===== src/rtl/hint_pkg.sv =====
package hint_pkg;
  parameter int unsigned PC_W   = 32;
  parameter int unsigned AGE_W  = 16;
  parameter int unsigned N_PORT = 3;

  typedef enum logic [1:0] {
    HT_IPF = 2'd0,
    HT_DPF = 2'd1,
    HT_BP  = 2'd2,
    HT_RSV = 2'd3
  } hint_type_e;

  typedef struct packed {
    hint_type_e       kind;
    logic [AGE_W-1:0] age;
    logic [PC_W-1:0]  pc;
    logic [PC_W-1:0]  npc;
  } hint_rec_t;
endpackage


===== src/rtl/hint_age_ctr.sv =====
module hint_age_ctr #(
  parameter int unsigned W = 16
) (
  input  logic         clk_i,
  input  logic         rst_ni,
  input  logic         clr_i,
  input  logic         inc_i,
  output logic [W-1:0] cnt_o
);
  always_ff @(posedge clk_i or negedge rst_ni) begin
    if (!rst_ni)    cnt_o <= '0;
    else if (clr_i) cnt_o <= '0;
    else if (inc_i) cnt_o <= cnt_o + 1'b1;
  end
endmodule


===== src/rtl/hint_fifo.sv =====
module hint_fifo import hint_pkg::*; #(
  parameter int unsigned DEPTH = 16
) (
  input  logic      clk_i,
  input  logic      rst_ni,
  input  logic      flush_i,
  input  logic      push_i,
  input  hint_rec_t din_i,
  input  logic      pop_i,
  output logic      full_o,
  output logic      empty_o,
  output hint_rec_t head_o
);
  localparam int unsigned PTR_W = (DEPTH > 1) ? $clog2(DEPTH) : 1;
  localparam int unsigned CNT_W = PTR_W + 1;

  hint_rec_t        mem [DEPTH];
  logic [PTR_W-1:0] wptr_q, rptr_q;
  logic [CNT_W-1:0] cnt_q;
  logic             do_push, do_pop;

  assign full_o  = (cnt_q == CNT_W'(DEPTH));
  assign empty_o = (cnt_q == '0);
  assign do_push = push_i && !full_o && !flush_i;
  assign do_pop  = pop_i && !empty_o && !flush_i;
  assign head_o  = mem[rptr_q];

  function automatic logic [PTR_W-1:0] nxt(input logic [PTR_W-1:0] p);
    return (p == PTR_W'(DEPTH - 1)) ? '0 : p + 1'b1;
  endfunction

  always_ff @(posedge clk_i) begin
    if (do_push) mem[wptr_q] <= din_i;
  end

  always_ff @(posedge clk_i or negedge rst_ni) begin
    if (!rst_ni) begin
      wptr_q <= '0;
      rptr_q <= '0;
      cnt_q  <= '0;
    end else if (flush_i) begin
      wptr_q <= '0;
      rptr_q <= '0;
      cnt_q  <= '0;
    end else begin
      if (do_push) wptr_q <= nxt(wptr_q);
      if (do_pop)  rptr_q <= nxt(rptr_q);
      cnt_q <= cnt_q + CNT_W'(do_push) - CNT_W'(do_pop);
    end
  end
endmodule


===== src/rtl/hint_router.sv =====
module hint_router import hint_pkg::*; (
  input  logic              head_vld_i,
  input  hint_type_e        head_kind_i,
  input  logic [AGE_W-1:0]  head_age_i,
  input  logic [AGE_W-1:0]  cons_cnt_i,
  input  logic [AGE_W-1:0]  window_i,
  input  logic [N_PORT-1:0] kill_i,
  input  logic              flush_i,
  input  logic [N_PORT-1:0] rdy_i,
  output logic [N_PORT-1:0] vld_o,
  output logic              pop_o
);
  logic [AGE_W:0]    limit;
  logic              age_ok, is_rsv, killed, live;
  logic [N_PORT-1:0] match;

  assign limit  = {1'b0, cons_cnt_i} + {1'b0, window_i};
  assign age_ok = ({1'b0, head_age_i} <= limit);
  assign is_rsv = (head_kind_i == HT_RSV);
  assign live   = head_vld_i && !flush_i;

  for (genvar t = 0; t < N_PORT; t++) begin : g_port
    assign match[t] = (head_kind_i == hint_type_e'(t));
    assign vld_o[t] = live && age_ok && match[t] && !kill_i[t];
  end

  assign killed = is_rsv || |(match & kill_i);
  // dropped hints leave regardless of age so they never stall the queue
  assign pop_o  = live && (killed || |(vld_o & rdy_i));
endmodule


===== src/rtl/hint_release_buf.sv =====
module hint_release_buf import hint_pkg::*; #(
  parameter int unsigned DEPTH = 16
) (
  input  logic             clk_i,
  input  logic             rst_ni,
  input  logic             hint_valid_i,
  output logic             hint_ready_o,
  input  logic [1:0]       hint_type_i,
  input  logic [PC_W-1:0]  hint_pc_i,
  input  logic [PC_W-1:0]  hint_npc_i,
  input  logic             prod_commit_i,
  input  logic             cons_commit_i,
  input  logic [AGE_W-1:0] window_i,
  input  logic             resync_i,
  input  logic [2:0]       hint_kill_i,
  output logic             ipf_valid_o,
  input  logic             ipf_ready_i,
  output logic [PC_W-1:0]  ipf_addr_o,
  output logic             dpf_valid_o,
  input  logic             dpf_ready_i,
  output logic [PC_W-1:0]  dpf_addr_o,
  output logic             bp_valid_o,
  input  logic             bp_ready_i,
  output logic [PC_W-1:0]  bp_pc_o,
  output logic [PC_W-1:0]  bp_npc_o
);
  logic [AGE_W-1:0]  prod_cnt, cons_cnt;
  logic              full_w, empty_w, push_w, pop_w;
  hint_rec_t         rec_in, head_rec;
  logic [N_PORT-1:0] vld_w, rdy_w;

  hint_age_ctr #(.W(AGE_W)) u_prod_ctr (
    .clk_i(clk_i), .rst_ni(rst_ni), .clr_i(resync_i),
    .inc_i(prod_commit_i), .cnt_o(prod_cnt)
  );

  hint_age_ctr #(.W(AGE_W)) u_cons_ctr (
    .clk_i(clk_i), .rst_ni(rst_ni), .clr_i(resync_i),
    .inc_i(cons_commit_i), .cnt_o(cons_cnt)
  );

  assign hint_ready_o = !full_w && !resync_i;
  assign push_w       = hint_valid_i && hint_ready_o;

  always_comb begin
    rec_in.kind = hint_type_e'(hint_type_i);
    rec_in.age  = prod_cnt;
    rec_in.pc   = hint_pc_i;
    rec_in.npc  = hint_npc_i;
  end

  hint_fifo #(.DEPTH(DEPTH)) u_fifo (
    .clk_i(clk_i), .rst_ni(rst_ni), .flush_i(resync_i),
    .push_i(push_w), .din_i(rec_in), .pop_i(pop_w),
    .full_o(full_w), .empty_o(empty_w), .head_o(head_rec)
  );

  assign rdy_w = {bp_ready_i, dpf_ready_i, ipf_ready_i};

  hint_router u_router (
    .head_vld_i(!empty_w), .head_kind_i(head_rec.kind), .head_age_i(head_rec.age),
    .cons_cnt_i(cons_cnt), .window_i(window_i), .kill_i(hint_kill_i),
    .flush_i(resync_i), .rdy_i(rdy_w), .vld_o(vld_w), .pop_o(pop_w)
  );

  assign ipf_valid_o = vld_w[HT_IPF];
  assign dpf_valid_o = vld_w[HT_DPF];
  assign bp_valid_o  = vld_w[HT_BP];
  assign ipf_addr_o  = head_rec.pc;
  assign dpf_addr_o  = head_rec.pc;
  assign bp_pc_o     = head_rec.pc;
  assign bp_npc_o    = head_rec.npc;
endmodule


===== config.mk =====
export PLATFORM = sky130hd
export DESIGN_NAME = hint_release_buf
export DESIGN_NICKNAME = d
export VERILOG_FILES = /design/src/rtl/hint_pkg.sv /design/src/rtl/hint_age_ctr.sv /design/src/rtl/hint_fifo.sv /design/src/rtl/hint_router.sv /design/src/rtl/hint_release_buf.sv
export SDC_FILE = /design/constraint.sdc
export NUM_CORES = 1
export LEC_CHECK = 0
export ABC_AREA = 1
export BUFFER_PORTS_ARGS = -buffer_cell sky130_fd_sc_hd__buf_2
export CAP_MARGIN = 20
export CORE_ASPECT_RATIO = 0.7
export CORE_MARGIN = 2
export CORE_UTILIZATION = 40
export CTS_CLUSTER_DIAMETER = 150
export CTS_CLUSTER_SIZE = 25
export DETAILED_ROUTE_END_ITERATION = 8
export GPL_TIMING_DRIVEN = 1
export HOLD_SLACK_MARGIN = 0.08
export SYNTH_ARGS = -nofsm -noshare
export SYNTH_HDL_FRONTEND = slang
export SYNTH_SLANG_ARGS = --single-unit

===== constraint.sdc =====
create_clock -name clk_i -period 6.9 [get_ports clk_i]
set_input_delay 1.38 -clock clk_i [delete_from_list [all_inputs] [get_ports clk_i]]
set_output_delay 1.38 -clock clk_i [all_outputs]
set_load 0.01 [all_outputs]

* After elaboration in Yosys (flattened, before gate mapping)
Memory sizes are Yosys's and may differ from the RTL's.
Cells that the tools add are included.
** Storage, ports and cells
- Bits in registers :: 45
- Bits in writable memories :: 1312
- Word-level logic and storage cells :: 66
- Memories :: 1
** Operators by class
- Add/sub/neg operators :: 7
- Magnitude comparators :: 1
- Eq/ne operators :: 6
- Muxes and demuxes :: 13
- Bitwise operators :: 2
- Reduce and logical (&&, ||, !) cells :: 31
** Memories
- u_fifo.mem :: depth 16, bits a word 82, read ports 1, clocked after memory_dff 0, wr ports 1, RTL line hint_fifo.sv:17 : hint_rec_t mem [DEPTH];
** Operator list (count)
- two-way mux 16 bit :: 4
- adder 16 x 1 -> 16 bit, second input constant :: 2
- two-way mux 4 bit :: 6
- adder 16 x 16 -> 17 bit :: 1
- <= comparator 16 x 17 -> 1 bit :: 1
- logical AND 1 bit :: 15
- adder 4 x 1 -> 4 bit, second input constant :: 2
- == test 4 bit, second input constant :: 2
- nonzero test 2 bit :: 4
- AND 3 bit :: 2
- logical NOT 1 bit :: 6
- OR reduction 3 bit :: 2
- adder 5 x 1 -> 5 bit :: 1
- == test 5 bit, second input constant :: 1
- logical NOT 5 bit :: 1
- two-way mux 5 bit :: 1
- subtractor 5 x 1 -> 5 bit :: 1
- == test 2 bit, second input constant :: 2
- == test 2 x 1 -> 1 bit, second input constant :: 1
- logical NOT 2 bit :: 1
- logical OR 1 bit :: 2
- two-way mux 1 bit :: 2

* Logic depth before layout (Yosys ltp)
Gate-level depths: netlist of the first run.
- Depth in word-level cells :: 14
- Mapped depth :: 37
- Gate-level depth less buffers :: 33

* Hierarchy
From an unflattened synthesis of the first run, not the netlist that was laid out.
** Second synthesis, totals
- Cell total of the unflattened synthesis :: 5750
- Area total of the unflattened synthesis :: 59166.7 sq um
** Modules (own cells, without submodules)
- hint_fifo :: times used 1, cells an instance 5242, area an instance 55594.6 sq um
- hint_age_ctr :: times used 2, cells an instance 129, area an instance 923.4 sq um
- hint_router :: times used 1, cells an instance 179, area an instance 1213.7 sq um
- hint_release_buf :: times used 1, cells an instance 71, area an instance 511.7 sq um

* Worst setup path before layout of the first run
Ideal clock, no wire load.
- Kind :: in2reg
- Start point :: in resync_i
- End point :: mem u_fifo.mem[0][0] (netlist bit), enable pin
- Data arrival time :: 5530 ps
- Data required time :: 6377 ps
- Slack :: 847 ps
- Stages on the path :: 8
- Path buffers :: 1
- Cell sequence :: clkbuf_1 -> inv_1 -> o21ai_0 -> inv_1 -> nand2_1 -> clkinv_1 -> nand2_1 -> nor2_1
** Between the ends
- Word-level cells in the longest chain between the ends :: 7
** RTL lines
- start: declaration :: RTL line hint_release_buf.sv:14 : input logic resync_i,
- logical NOT 1 bit :: RTL line hint_release_buf.sv:42 : assign hint_ready_o = !full_w && !resync_i;
- logical AND 1 bit :: RTL line hint_release_buf.sv:42
- net hint_ready_o :: RTL line hint_release_buf.sv:7 : output logic hint_ready_o,
- logical AND 1 bit :: RTL line hint_release_buf.sv:43 : assign push_w = hint_valid_i && hint_ready_o;
- logical AND 1 bit (2 in a row) :: RTL line hint_fifo.sv:24 : assign do_push = push_i && !full_o && !flush_i;
- two-way mux 1 bit :: RTL line hint_fifo.sv:33 : if (do_push) mem[wptr_q] <= din_i;
- two-way mux 1 bit (not written as such) :: RTL line hint_fifo.sv:33
- end: declaration :: RTL line hint_fifo.sv:17
The timed path passes the listed nets, and every way through them passes these cells.

* Final worst setup path of the first run
- Start point :: reg u_fifo.rptr_q[1]
- End point :: out bp_valid_o
** Between the ends
- Word-level cells in the longest chain between the ends :: 5
- Elaborated cells on any way between the ends :: 6
** RTL lines
- start: declaration :: RTL line hint_fifo.sv:18 : logic [PTR_W-1:0] wptr_q, rptr_q;
- start signal: assignment :: RTL line hint_fifo.sv:47 : if (do_pop) rptr_q <= nxt(rptr_q);
- memory read (16 x 82 bit) *
- <= comparator 16 x 17 -> 1 bit :: RTL line hint_router.sv:18 : assign age_ok = ({1'b0, head_age_i} <= limit);
- logical AND 1 bit :: RTL line hint_router.sv:24 : assign vld_o[t] = live && age_ok && match[t] && !kill_i[t];
- logical AND 1 bit * (2 in a row) :: RTL line hint_router.sv:24
- end: declaration :: RTL line hint_release_buf.sv:22 : output logic bp_valid_o,
Mark *: on every way between the ends. The rest lies on a longest branch, timed or not.

==> results of run 1 <==
-- per-layer routing --
| layer | global-route usage | wire length (um) | vias up |
|---|---|---|---|
| met5 | 0 | 24 | - |
| met4 | 0.0333 | 1880 | 4 |
| met3 | 0.0321 | 10700 | 128 |
| met2 | 0.298 | 61900 | 1142 |
| met1 | 0.303 | 65800 | 16900 |
| li1 | - | - | 15200 |
-- per-stage QoR --
stage	instances	instance area (um^2)	util	hold slack, ns	total power, mW
2_1_floorplan	4093	54200	-	0.437	12.4
3_3_place_gp	5835	57100	0.427	0.455	13.6
3_5_place_dp	5835	57100	0.427	0.464	13.7
4_1_cts	5919	58800	0.439	0.474	17.7
5_1_grt	5923	58800	0.439	0.492	18.4
6_report	5928	58800	0.439	0.470	17.6
-- power breakdown --
group | internal, mW | switching [mW] | total (mW)
Combinational | 1.26 | 2.96 | 4.23
Clock | 1.62 | 2.48 | 4.10
Sequential | 9.16 | 0.0674 | 9.23
-- critical path, cell delays in order, from the launching register on --
cell and delay (ns):
dfrtp_4 0.71, inv_8 0.77, o21ai_0 0.22, o22ai_1 0.23, nand2_1 0.08, nand3_1 0.44
ha_1 0.35, a21o_1 0.18, nor2_1 0.11, nand3_1 0.08, nand2_1 0.06, nand2_1 0.04
nand2_1 0.05, nand2_1 0.05, nand2_1 0.05, nand2_1 0.05, nand2_1 0.13, nand2_1 0.13
nor3_1 0.16, buf_2 0.16
-- final timing paths --
check,startpoint,depth (start not counted),end
setup / recovery,u_fifo.rptr_q[1]$_DFFE_PN0P_,19,bp_valid_o
hold / removal,u_cons_ctr.cnt_o[15]$_DFFE_PN0P_,1,u_cons_ctr.cnt_o[15]$_DFFE_PN0P_
setup reg to reg,u_fifo.rptr_q[0]$_DFFE_PN0P_,26,u_fifo.cnt_q[4]$_DFF_PN0_
hold reg to reg,u_cons_ctr.cnt_o[15]$_DFFE_PN0P_,1,u_cons_ctr.cnt_o[15]$_DFFE_PN0P_
max in group asynchronous,rst_ni,2,u_fifo.rptr_q[2]$_DFFE_PN0P_
min in group asynchronous,rst_ni,2,u_cons_ctr.cnt_o[1]$_DFFE_PN0P_
-- flip-flops by register name, summed over array words and instances, names as in the netlist --
register          count
u_cons_ctr.cnt_o     16
u_fifo.cnt_q          5
u_fifo.mem         1312
u_fifo.rptr_q         4
u_prod_ctr.cnt_o     16
u_fifo.wptr_q         4
-- cell families after synthesis --
kind of cell | Yosys count
adders and majority gates | 47
AOI/OAI and AO/OA | 1107
DFF | 1357
buffers and inverters | 405
xor gates and xnor gates | 20
and+or+nand+nor | 1157
-- layout by cell type (no fill, tap or decap), types with 3 or more instances in the layout --
cell type  count
buf_12        30
a221oi_1      11
ha_1          45
nor2_1       672
dfrtp_1       42
clkbuf_1      19
o211ai_1      33
xnor2_1        9
a31oi_1        3
o21ai_0      646
diode_2        9
and3_1         3
nor3_1        19
buf_2        225
inv_1         64
buf_4         50
dfrtp_4        3
xor2_1        11
nor2_4        18
a21oi_1       67
o22ai_1      189
nand2_1      292
o21ai_1       13
inv_2          4
nand3_1      140
nand4_1        7
o221ai_1     120
nand2_2        3
inv_8          3
edfxtp_1    1312
clkbuf_16     60
a32o_1         8
-- cell type report --
type | count | area share
Tap cell | 1767 | 0.0376
Antenna cell | 9 | 0.000383
Multi-Input combinational cell | 2331 | 0.203
Sequential cell | 1357 | 0.690
Clock inverter | 5 | 0.00134
Inverter | 75 | 0.00515
Clock buffer | 79 | 0.0268
Timing Repair Buffer | 305 | 0.0358
==> results.sh, run 1 <==
export IMPL_synthTopCellsByArea="edfxtp_1 (73%), o21ai_0 (6.0%), nor2_1 (4.8%)"
export IMPL_detail_route_first_pass_iterations=5
export IMPL_core_area_um2=134000
export IMPL_slew_limit_headroom=0.179
export IMPL_port_buffers=225
export IMPL_min_period_over_period=0.893
export IMPL_yosysWarnings=0
export IMPL_multi_input_area_um2=12000
export IMPL_cts_buffer_depth=3
export IMPL_cts_htree_levels=2
export IMPL_dieHeight_um=312
export IMPL_gp_congestion=0.770
export IMPL_dr_first_iter_drc_count=4106
export IMPL_dp_slack_ns=0.742
export IMPL_maxCapViolations=0
export IMPL_synth_cell_types=46
export IMPL_cts_tree="done"
export IMPL_numCtsBuffers=60
export IMPL_synth_avg_cell_area_um2=13.2
export IMPL_holdCritPathClass="reg -> reg"
export IMPL_synthSimpleGateAreaFrac=0.0847
export IMPL_root_buffer="clkbuf_16"
export IMPL_grt_pass1_wl_mm=208
export IMPL_regToRegSetupSlack_ns=1.15
export IMPL_grtUsageTotal=0.197
export IMPL_syn_to_final_growth_pct=8.41
export IMPL_fmax_ghz=0.162
export IMPL_synthesis_area_um2=54200
export IMPL_tightest_slew_ns=1.23
export IMPL_crit_required_ns=5.52
export IMPL_ctsResizeCount=0
export IMPL_rows=112
export IMPL_synth_xor_area_frac=0.00323
export IMPL_ios=226
export IMPL_syn_inst=4093
export IMPL_dp_hpwl_mm=70.0
export IMPL_cp_max_fo=150
export IMPL_grt_pass1_vias=31400
export IMPL_dieArea_um2=139000
export IMPL_clkSinkCount=1357
export IMPL_post_route_min_period_ns=6.16
export IMPL_worstSetupPathType="reg -> out"
export IMPL_fin_ws_ns=0.741
export IMPL_report_final_slew_viol_count=0
export IMPL_ys_flop_type="edfxtp_1"
export IMPL_end_kind="primary output"
export IMPL_clk_pin_slew_ns=0.10
export IMPL_vdd_drop_max_v=0.000344
export IMPL_grt_max_degree=205
export IMPL_rsz0062_at_grt="false"
export IMPL_nFillCells=12000
export IMPL_nets=4271
export IMPL_drive_above_1_share=0.0985
export IMPL_synth_top_family_by_area="compound AO/OA/AOI/OAI gates"
export IMPL_synth_top_cell_area_share=0.727
export IMPL_ys_ff_latch=1357
export IMPL_fin_skew_ns=0.0534
export IMPL_insertion_delay_ns=0.72
export IMPL_synth_compound_area_frac=0.119
export IMPL_ff_latch_area_um2=40500
export IMPL_antenna_found_initial=13
export IMPL_grt_overflow=0
export IMPL_ant_nets=0
export IMPL_critPathLaunchType="flip-flop"
export IMPL_finalSetupViolCount=0
export IMPL_wl_mm=140
export IMPL_cts_setup_buffers=0
export IMPL_synthArstFlopShare=0.0332
export IMPL_vias=33300
export IMPL_arrival_ns=4.78
export IMPL_hold_buffers=0
export IMPL_synth_nets=4234
export IMPL_yosys_mux_area_fraction=0
export IMPL_via_per_inst=5.62
export IMPL_synth_top_cell_by_area="edfxtp_1"
export IMPL_leakagePower_nw=19.2
export IMPL_drcViolationCount=0
export IMPL_finalSetupTns_ns=0
export IMPL_yosysMostFrequentCell="edfxtp_1"
export IMPL_hold_viol_final=0
export IMPL_pwr_density_cell_nw_per_um2=299
export IMPL_wl_per_cell_um=23.7
export IMPL_ys_seq_area_frac=0.747
export IMPL_initial_core_util=0.405
export IMPL_synth_common_cells="edfxtp_1 (1312), nor2_1 (688), o21ai_0 (646)"
export IMPL_die_w_um=444
export IMPL_synth_edf_count=1312
export IMPL_status="completed"
export IMPL_synth_adder_area_share=0.0111
Power figures use the tool's default switching activity.
==> inputs of run 2 (changes only) <==
Settings changed: ABC_AREA 1 to unset, CORE_ASPECT_RATIO 0.7 to unset.
==> results.sh, run 2 <==
export IMPL_status="completed"
export IMPL_dieArea_um2=136000
export IMPL_tightest_slew_ns=1.04
export IMPL_ant_nets=0
export IMPL_ios=226
export IMPL_rows=133
export IMPL_report_final_slew_viol_count=0
export IMPL_dieHeight_um=368
export IMPL_die_w_um=368
export IMPL_grt_pass1_wl_mm=170
export IMPL_finalSetupTns_ns=0
export IMPL_place_area_um2=56400
export IMPL_antenna_found_initial=23
export IMPL_synthTopCellsByArea="edfxtp_1 (74%), mux4_2 (17%), dfrtp_1 (2.1%)"
export IMPL_synth_nets=2436
export IMPL_crit_required_ns=5.52
export IMPL_p_sw_mw=4.70
export IMPL_fin_ws_ns=0.178
export IMPL_cts_htree_levels=2
export IMPL_largestRegisters="u_fifo.mem: 1312 flops, u_cons_ctr.cnt_o: 16 flops, u_prod_ctr.cnt_o: 16 flops"
export IMPL_grt_max_degree=73
export IMPL_largest_register="u_fifo.mem"
export IMPL_dp_slack_ns=0.138
export IMPL_synthesis_area_um2=53100
export IMPL_wl_per_cell_um=27.2
export IMPL_initial_core_util=0.403
export IMPL_power_share_sequential=0.528
export IMPL_vdd_drop_max_v=0.000239
export IMPL_clockPowerShare=0.234
export IMPL_clk_pin_slew_ns=0.10
export IMPL_grt_overflow=0
export IMPL_slew_limit_headroom=0.309
export IMPL_utilization=0.441
export IMPL_post_route_min_period_ns=6.72
export IMPL_largest_reg_flops=1312
export IMPL_syn_inst=2295
export IMPL_vias=23700
export IMPL_cts_tree="done"
export IMPL_synth_top_cell_area_share=0.742
export IMPL_drive_above_1_share=0.312
export IMPL_yosysMostFrequentCell="edfxtp_1"
export IMPL_synth_edf_count=1312
export IMPL_detail_route_first_pass_iterations=8
export IMPL_grtUsageTotal=0.170
export IMPL_port_buffers=225
export IMPL_grt_pass1_vias=24800
export IMPL_maxCapViolations=0
export IMPL_cts_buffer_depth=3
export IMPL_arrival_ns=5.34
export IMPL_min_period_over_period=0.974
export IMPL_gp_congestion=0.784
export IMPL_cp_max_fo=4
export IMPL_yosysWarnings=0
export IMPL_synth_top_cell_by_area="edfxtp_1"
export IMPL_synth_common_cells="edfxtp_1 (1312), mux4_2 (405), buf_4 (66), nor2_1 (66), clkbuf_1 (58)"
export IMPL_numCtsBuffers=60
export IMPL_worstSetupPathType="in -> out"
export IMPL_drcViolationCount=0
export IMPL_synth_cell_types=57
export IMPL_combPwrFrac=0.239
export IMPL_finalInstanceArea_um2=58100
export IMPL_dp_cells=4169
export IMPL_dp_hpwl_mm=61.9
export IMPL_clkSinkCount=1357
export IMPL_root_buffer="clkbuf_16"
export IMPL_rsz0062_at_grt="false"
export IMPL_insertion_delay_ns=0.76
export IMPL_netSwitchingFraction=0.267
export IMPL_critPathLaunchType="input pin"
export IMPL_ys_ff_latch=1357
export IMPL_final_common_cell="edfxtp_1"
export IMPL_ys_seq_area_frac=0.763
export IMPL_final_cell_mix="edfxtp_1 (1312), mux4_2 (405), buf_2 (225), clkbuf_16 (60), nor2_1 (54)"
export IMPL_via_per_inst=5.55
export IMPL_wl_mm=116
export IMPL_synthArstFlopShare=0.0332
export IMPL_nets=2617
export IMPL_hold_viol_final=0
export IMPL_fin_skew_ns=0.0665
export IMPL_p_int_mw=12.9
export IMPL_ys_flop_type="edfxtp_1"
export IMPL_pwr_density_cell_nw_per_um2=303
export IMPL_core_area_um2=132000
export IMPL_end_kind="primary output"
export IMPL_finalSetupViolCount=0
export IMPL_dr_first_iter_drc_count=2208
export IMPL_holdCritPathClass="reg -> reg"
export IMPL_fmax_ghz=0.149
export IMPL_final_cells=4271
export IMPL_nFillCells=11000
export IMPL_leakagePower_nw=17.9
export IMPL_synth_avg_cell_area_um2=23.1
export IMPL_syn_to_final_growth_pct=9.46
==> run 2: cell types whose count changed after synthesis, moves of 13 or more <==
cell      before  now
o21ai_1       13    0
nor2_1       688   66
a21oi_1       67   22
xor2_1        11   30
o22ai_1      189    0
inv_1         65   16
mux4_2         0  405
o221ai_1     120    0
nand2_1      292   27
clkbuf_1     196   58
o211ai_1      33    2
nand3_1      140   15
buf_2         44   19
o21ai_0      646   19
==> run 2: path summary, 6_finish.rpt <==
kind | from | endpoint | slack [ns] | cells past startpoint
setup / recovery | window_i[0] | ipf_valid_o | 0.18 | 17
hold / removal | u_cons_ctr.cnt_o[15]$_DFFE_PN0P_ | u_cons_ctr.cnt_o[15]$_DFFE_PN0P_ | 0.57 | 2
setup reg to reg | u_fifo.rptr_q[1]$_DFFE_PN0P_ | u_fifo.cnt_q[4]$_DFF_PN0_ | 1.09 | 16
hold reg to reg | u_cons_ctr.cnt_o[15]$_DFFE_PN0P_ | u_cons_ctr.cnt_o[15]$_DFFE_PN0P_ | 0.57 | 2
max in group asynchronous | rst_ni | u_fifo.rptr_q[0]$_DFFE_PN0P_ | 5.58 | 2
min in group asynchronous | rst_ni | u_cons_ctr.cnt_o[0]$_DFFE_PN0P_ | 0.81 | 2
==> run 2: power groups by stage <==
stage          clock network [mW]  registers (mW)  logic, mW
5_1_grt                      4.49            9.31       4.54
6_report                     4.11            9.28       4.20
2_1_floorplan                   0            9.37       3.30
3_3_place_gp                    0            9.47       4.23
3_5_place_dp                    0            9.48       4.29
4_1_cts                      4.23            9.29       4.30
==> run 2: cells by family after synthesis <==
kind of cell | count (synthesis) | share of synthesized area
flops | 1357 | 0.763
mux | 416 | 0.175
buf+inv | 184 | 0.0184
simple gates | 168 | 0.0151
compound gates | 80 | 0.0101
fa+ha+maj | 47 | 0.0114
xor+xnor | 43 | 0.00709
==> run 2: cell type report <==
| class | count | area [um^2] | area share |
|---|---|---|---|
| antenna | 4 | 10.0 | 0.000172 |
| clock buffer | 93 | 1630 | 0.0280 |
| clock inverter | 5 | 105 | 0.00181 |
| inverter | 16 | 60.1 | 0.00103 |
| multi-input combinational | 754 | 11700 | 0.202 |
| sequential | 1357 | 40500 | 0.698 |
| tap | 1755 | 2200 | 0.0378 |
| timing repair buffer | 287 | 1850 | 0.0318 |
==> run 2: through the flow <==
step | hold slack [ns] | power (mW)
4_1_cts | 0.578 | 17.8
2_1_floorplan | 0.509 | 12.7
6_report | 0.569 | 17.6
3_5_place_dp | 0.550 | 13.8
5_1_grt | 0.597 | 18.3
3_3_place_gp | 0.539 | 13.7
==> run 2: layer usage <==
metal | GRT usage | wire length (um) | up-vias
li1 | - | - | 9927
met1 | 0.235 | 49700 | 13000
met2 | 0.285 | 57900 | 663
met3 | 0.0309 | 6380 | 129
met4 | 0.0331 | 1980 | 22
met5 | 0 | 134 | -
==> run 2: timing repair <==
item	4_1_cts	5_1_grt
setup buffers	0	0
hold buffers	0	0
resized for setup	0	2
endpoints found under the setup margin	0	2
==> run 2: critical path, stage by stage <==
cell and delay (ns):
buf_2 0.10, ha_1 0.22, fa_1 0.43, a211oi_1 0.32, o21a_1 0.25, o211ai_1 0.17
a31o_2 0.28, a21oi_1 0.17, xor2_1 0.11, ha_1 0.23, a2111oi_1 0.36, o21ai_0 0.16
o31ai_1 0.33, o21ai_1 0.23, nand2b_1 0.21, nor3b_1 0.23, buf_2 0.17
